`config.mk`:
```
export PLATFORM = sky130hd
export DESIGN_NAME = wdt_coded_top
export DESIGN_NICKNAME = d
export VERILOG_FILES = /design/src/rtl/wdt_coded_pkg.sv /design/src/rtl/wdt_coded_ctrl.sv /design/src/rtl/wdt_coded_prescale.sv /design/src/rtl/wdt_coded_units.sv /design/src/rtl/wdt_coded_top.sv
export SDC_FILE = /design/constraint.sdc
export NUM_CORES = 1
export LEC_CHECK = 0
export ABC_CLOCK_PERIOD_IN_PS = 3200
export BUFFER_PORTS_ARGS = -buffer_cell sky130_fd_sc_hd__buf_2
export CORE_ASPECT_RATIO = 1.5
export CORE_MARGIN = 4
export CORE_UTILIZATION = 55
export DETAILED_ROUTE_END_ITERATION = 10
export GPL_TIMING_DRIVEN = 0
export PLACE_DENSITY = 0.76
export SLEW_MARGIN = 30
export SYNTH_ARGS = -nofsm -noshare
export SYNTH_HDL_FRONTEND = slang
export SYNTH_HIERARCHICAL = 1
export SYNTH_SLANG_ARGS = --single-unit
```
`constraint.sdc`:
```
create_clock -name clk -period 3.2 [get_ports clk]
set_input_delay 0.16 -clock clk [delete_from_list [all_inputs] [get_ports clk]]
set_output_delay 0.16 -clock clk [all_outputs]
set_load 0.02 [all_outputs]
```
`src/rtl/wdt_coded_pkg.sv`:
```
package wdt_coded_pkg;
    localparam int DATA_W    = 8;
    localparam int EN_BIT    = 7;
    localparam int KICK_BIT  = 6;
    localparam int CODE_W    = 3;
    localparam int MAX_UNITS = 1 << CODE_W;
    localparam int UNIT_W    = $clog2(MAX_UNITS + 1);

    typedef logic [CODE_W-1:0] code_t;
    typedef logic [UNIT_W-1:0] unit_t;

    typedef struct packed {
        logic  en;
        code_t code;
    } ctrl_s;

    typedef struct packed {
        unit_t units;
        unit_t limit;
        logic  pulse;
    } cnt_s;

    // code 0 selects the longest interval, others map directly
    function automatic unit_t code_to_units(code_t c);
        if (c == '0) return unit_t'(MAX_UNITS);
        return unit_t'(c);
    endfunction
endpackage

```
`src/rtl/wdt_coded_ctrl.sv`:
```
module wdt_coded_ctrl
    import wdt_coded_pkg::*;
(
    input  logic  clk,
    input  logic  rst_n,
    input  logic  wr_en,
    input  logic  wr_enable_bit,
    input  logic  wr_kick_bit,
    input  code_t wr_code,
    output logic  en_o,
    output code_t code_next_o,
    output logic  restart_o
);
    ctrl_s ctl_d, ctl_q;

    always_comb begin
        ctl_d = ctl_q;
        if (wr_en) begin
            ctl_d.en   = wr_enable_bit;
            ctl_d.code = wr_code;
        end
    end

    always_ff @(posedge clk) begin
        if (!rst_n) ctl_q <= '0;
        else        ctl_q <= ctl_d;
    end

    assign en_o        = ctl_q.en;
    assign code_next_o = ctl_d.code;
    // kick, disable, or enable from off all restart timing
    assign restart_o   = wr_en & (wr_kick_bit | ~wr_enable_bit | ~ctl_q.en);

    assert_ctrl_hold_R7: assert property (@(posedge clk) disable iff (!rst_n)
        !wr_en |=> ($stable(en_o) && $stable(ctl_q.code)));
endmodule

```
`src/rtl/wdt_coded_prescale.sv`:
```
module wdt_coded_prescale #(
    parameter int TICKS_PER_UNIT = 1000
) (
    input  logic clk,
    input  logic rst_n,
    input  logic hold,
    input  logic restart,
    input  logic tick,
    output logic unit_done_o
);
    localparam int PRE_W = $clog2(TICKS_PER_UNIT);
    localparam logic [PRE_W-1:0] PRE_LAST = PRE_W'(TICKS_PER_UNIT - 1);

    logic [PRE_W-1:0] pre_d, pre_q;

    always_comb begin
        pre_d = pre_q;
        if (hold || restart)       pre_d = '0;
        else if (tick) begin
            if (pre_q == PRE_LAST) pre_d = '0;
            else                   pre_d = pre_q + 1'b1;
        end
    end

    always_ff @(posedge clk) begin
        if (!rst_n) pre_q <= '0;
        else        pre_q <= pre_d;
    end

    assign unit_done_o = ~hold & ~restart & tick & (pre_q == PRE_LAST);

    assert_pre_range_R3: assert property (@(posedge clk) disable iff (!rst_n)
        pre_q <= PRE_LAST);
    assert_pre_idle_off_R1: assert property (@(posedge clk) disable iff (!rst_n)
        hold |=> (pre_q == '0));
endmodule

```
`src/rtl/wdt_coded_units.sv`:
```
module wdt_coded_units
    import wdt_coded_pkg::*;
(
    input  logic  clk,
    input  logic  rst_n,
    input  logic  hold,
    input  logic  restart,
    input  logic  unit_done,
    input  code_t code_next,
    output logic  pulse_o
);
    cnt_s cnt_d, cnt_q;
    unit_t units_inc;

    assign units_inc = cnt_q.units + 1'b1;

    always_comb begin
        cnt_d       = cnt_q;
        cnt_d.pulse = 1'b0;
        if (hold || restart) begin
            cnt_d.units = '0;
            cnt_d.limit = code_to_units(code_next);
        end else if (unit_done) begin
            if (units_inc == cnt_q.limit) begin
                cnt_d.units = '0;
                cnt_d.pulse = 1'b1;
                cnt_d.limit = code_to_units(code_next);
            end else begin
                cnt_d.units = units_inc;
            end
        end
    end

    always_ff @(posedge clk) begin
        if (!rst_n) begin
            cnt_q.units <= '0;
            cnt_q.limit <= code_to_units('0);
            cnt_q.pulse <= 1'b0;
        end else begin
            cnt_q <= cnt_d;
        end
    end

    assign pulse_o = cnt_q.pulse;

    assert_single_pulse_R5: assert property (@(posedge clk) disable iff (!rst_n)
        pulse_o |=> !pulse_o);
    assert_unit_range_R3: assert property (@(posedge clk) disable iff (!rst_n)
        (cnt_q.units < cnt_q.limit) && (cnt_q.limit != '0));
    assert_limit_stable_R7: assert property (@(posedge clk) disable iff (!rst_n)
        !(hold || restart || unit_done) |=> $stable(cnt_q.limit));
    assert_kick_clears_R2: assert property (@(posedge clk) disable iff (!rst_n)
        restart |=> (cnt_q.units == '0 && !pulse_o));
endmodule

```
`src/rtl/wdt_coded_top.sv`:
```
module wdt_coded_top
    import wdt_coded_pkg::*;
#(
    parameter int TICKS_PER_UNIT = 1000
) (
    input  logic              clk,
    input  logic              rst_n,
    input  logic              wr_en,
    input  logic [DATA_W-1:0] wr_data,
    input  logic              tick,
    output logic              wdt_rst_o
);
    logic  en;
    logic  restart;
    logic  unit_done;
    code_t code_next;
    logic  unused_bits;

    assign unused_bits = ^wr_data[KICK_BIT-1:CODE_W];

    wdt_coded_ctrl u_ctrl (
        .clk           (clk),
        .rst_n         (rst_n),
        .wr_en         (wr_en),
        .wr_enable_bit (wr_data[EN_BIT]),
        .wr_kick_bit   (wr_data[KICK_BIT]),
        .wr_code       (wr_data[CODE_W-1:0]),
        .en_o          (en),
        .code_next_o   (code_next),
        .restart_o     (restart)
    );

    wdt_coded_prescale #(.TICKS_PER_UNIT(TICKS_PER_UNIT)) u_pre (
        .clk         (clk),
        .rst_n       (rst_n),
        .hold        (~en),
        .restart     (restart),
        .tick        (tick),
        .unit_done_o (unit_done)
    );

    wdt_coded_units u_units (
        .clk       (clk),
        .rst_n     (rst_n),
        .hold      (~en),
        .restart   (restart),
        .unit_done (unit_done),
        .code_next (code_next),
        .pulse_o   (wdt_rst_o)
    );

    assert_quiet_when_off_R1: assert property (@(posedge clk) disable iff (!rst_n)
        wdt_rst_o |-> $past(en));
endmodule

```
==> qor.txt <==
Leak: 0.4823 nW
post-CTS resize count: 0
switching fraction of total power: 22.97%
slowest cell on the critical path: nor4_1
vias: 925
area of the multi-input gates: 653.1 um^2
mean area per synthesized cell: 9.007 um^2
# hold bufs at CTS: 0
Reg2Reg Setup Slack: 0.62 ns
clock slew at reported path FFs: 0.12 ns
top cells by area, synth: dfxtp_1 41%, nand2_1 6.6%, xor2_1 4.6%, mux2i_1 4.4%, nand3_1 4.0%
fin crit period: 2.584 ns
drt first pass iters: 4
postcts setup bufs: 0
CP top delay family: simple AND/OR/NAND/NOR gates
Top FF cell, synth: dfxtp_1
die area: 0.002869 mm^2
initial DRC count: 8
H-tree Lvls: 1
layout cell share with drive strength beyond 1: 17.27%
Clock power frac: 27.9%
max-slew violations: 0
Setup WS pre-CTS: 0.6564 ns
cell count after synthesis: 126
initial cell density of the core: 59.67%
critical path's largest stage delay: 0.48 ns
TritonCTS buffer count: 3
Max Cap Violations: 0
Final Setup Violations: 0
Post-Route WL: 2171 um
initial antenna violation count: 0
Die H: 63.63 um
top-count cell post-synth: dfxtp_1
final hold violation count: 0
Comb power frac: 8.9%
Register Area: 460.4 um^2
synthesis-to-layout area growth: 8.600%
I/O pin count: 13
CTS tree: yes
post-synthesis cell type count: 37
die span in x: 45.09 um
asr flop ratio synth: 0%
Worst Path Buf+Inv: 2
Final WS setup: 0.6162 ns
row count: 19
cell internal pwr: 0.3623 mW
endpoint type of the worst setup path: flip-flop
P per Cell Area: 381.6 mW/mm^2
Post-synth EDFFs: 0
Setup Crit Path Kind: reg2reg
CP required: 3.45 ns
Fin Setup TNS: 0 ns
DP HPWL: 1667 um
CP arrival: 2.83 ns
number of global-route vias before repair: 987
post-synth top area cell: dfxtp_1
outcome: finished clean
unrepaired setup endpoints after global routing: false
Synth top area share: 40.57%
GR Overflow Total: 0
Critical Path Fanout Max: 9
Syn Nets: 140
Max Fclk: 0.3870 GHz
vias per cell: 5.781
net load switching power: 0.1080 mW
Worst Hold Class: in2reg
Sinks on Clock Net: 23
drt drc: 0
#FFs+latches synth: 23
Clk Tree Root Cell: clkbuf_4
Synth Warn #: 6
crit path cell chain: ha_1 -> and3_2 -> buf_2 -> nand2_1 -> nor4_1 -> clkinv_1 -> o31a_4 -> o211ai_1
core area: 0.001902 mm^2
Worst Skew: 0.001525 ns
dpl cell area: 0.001206 mm^2
worst-margin pin slew: 0.5926 ns
diode count: 0
port bufs: 9
DRT antenna net count: 0
Mapped Area: 0.001135 mm^2
largest net degree at the start of global routing: 13
sequential-to-total area share from yosys stat: 40.57%
Max VDD drop: 345.5 uV
RD Place Congestion: 0.8076
gr usage total: 17.41%
first-pass GRT wire length: 3822 um
Filler cells: 164
Max-slew headroom: 60.13%
fin util: 64.80%
Tcrit/Tclk final: 80.74%
clock latency on the worst-skew pair: 0.31 ns
Layout Nets: 154
post-route cell area: 0.001232 mm^2
CTS max path bufs: 2
Avg WL per Cell: 13.57 um
commonest cells in the netlist: 23 x dfxtp_1, 20 x nand2_1, 12 x nor2_1
Seq pwr share: 63.3%
Worst setup SP type: flip-flop
==> sequential cells by signal, summed over array words and instances (netlist names) <==
name / cells
u_pre/pre_q: 10
u_units/cnt_q: 8
u_ctrl/ctl_q: 3
u_ctrl/en_o: 1
u_units/pulse_o: 1
==> per-stage QoR <==
step / cells / hold WS [ns] / power, mW
detailed placement: 156 / 0.4471 / 0.3462
global placement: 156 / 0.4328 / 0.3441
finish: 160 / 0.1245 / 0.4703
CTS: 160 / 0.1161 / 0.4775
floorplan: 126 / 0.2817 / 0.3319
global route: 160 / 0.1261 / 0.4948
==> area by class of cell <==
type                       instances  area share (%)
tap                               21           2.132
multi-input combinational         98           52.99
sequential                        23           37.36
timing repair buffer               9           3.655
buffer                             2          0.8122
inverter                           3          0.9137
clock buffer                       4           2.132
==> layer usage <==
metal | track usage (%) | vias up | wire, um | part of all wire (%)
li1 | - | 467 | - | -
met1 | 16.81 | 441 | 843 | 39
met2 | 32.27 | 10 | 1231 | 57
met3 | 1.709 | 7 | 43 | 2.0
met4 | 10.99 | 0 | 53 | 2.4
met5 | 0 | - | 0 | 0
==> worst paths after layout <==
path,startpoint,end,cells past startpoint
worst min register to register,u_units/cnt_q[3],u_units/cnt_q[3],2
worst max register to register,u_pre/pre_q[0],u_units/cnt_q[4],8
worst max-delay path,u_pre/pre_q[0],u_units/cnt_q[4],8
worst min-delay path,rst_n,u_ctrl/ctl_q[0],2
==> cell usage in the layout (no fill, tap or decap), types with 2 or more instances in the layout <==
master,count
a21oi_1,3
a31oi_1,2
and2_1,3
buf_2,11
clkbuf_4,3
dfxtp_1,23
ha_1,2
inv_1,2
mux2_2,2
mux2i_1,5
nand2_1,20
nand3_1,9
nor2_1,12
nor2b_1,2
nor3b_1,2
nor4_1,2
o211ai_1,2
o21ai_0,3
or3_1,3
xnor2_1,4
xor2_1,6
==> power groups by stage <==
stage	clock network, mW	logic (mW)	registers [mW]
2_1_floorplan	0	0.0293	0.303
3_3_place_gp	0	0.0403	0.304
3_5_place_dp	0	0.0419	0.304
4_1_cts	0.138	0.0421	0.298
5_1_grt	0.149	0.0468	0.298
6_report	0.131	0.0417	0.298
==> logic make-up (layout without fill, tap and decap cells) <==
| family | Yosys count | count (layout) | synth area share [%] |
|---|---|---|---|
| simple gates | 61 | 61 | 27.56 |
| compound gates | 16 | 16 | 10.36 |
| xor+xnor | 11 | 11 | 9.702 |
| flops | 23 | 23 | 40.57 |
| fa+ha+maj | 2 | 2 | 2.205 |
| mux | 8 | 8 | 7.717 |
| buf+inv | 5 | 18 | 1.874 |
(Power assumes the default switching activity.)
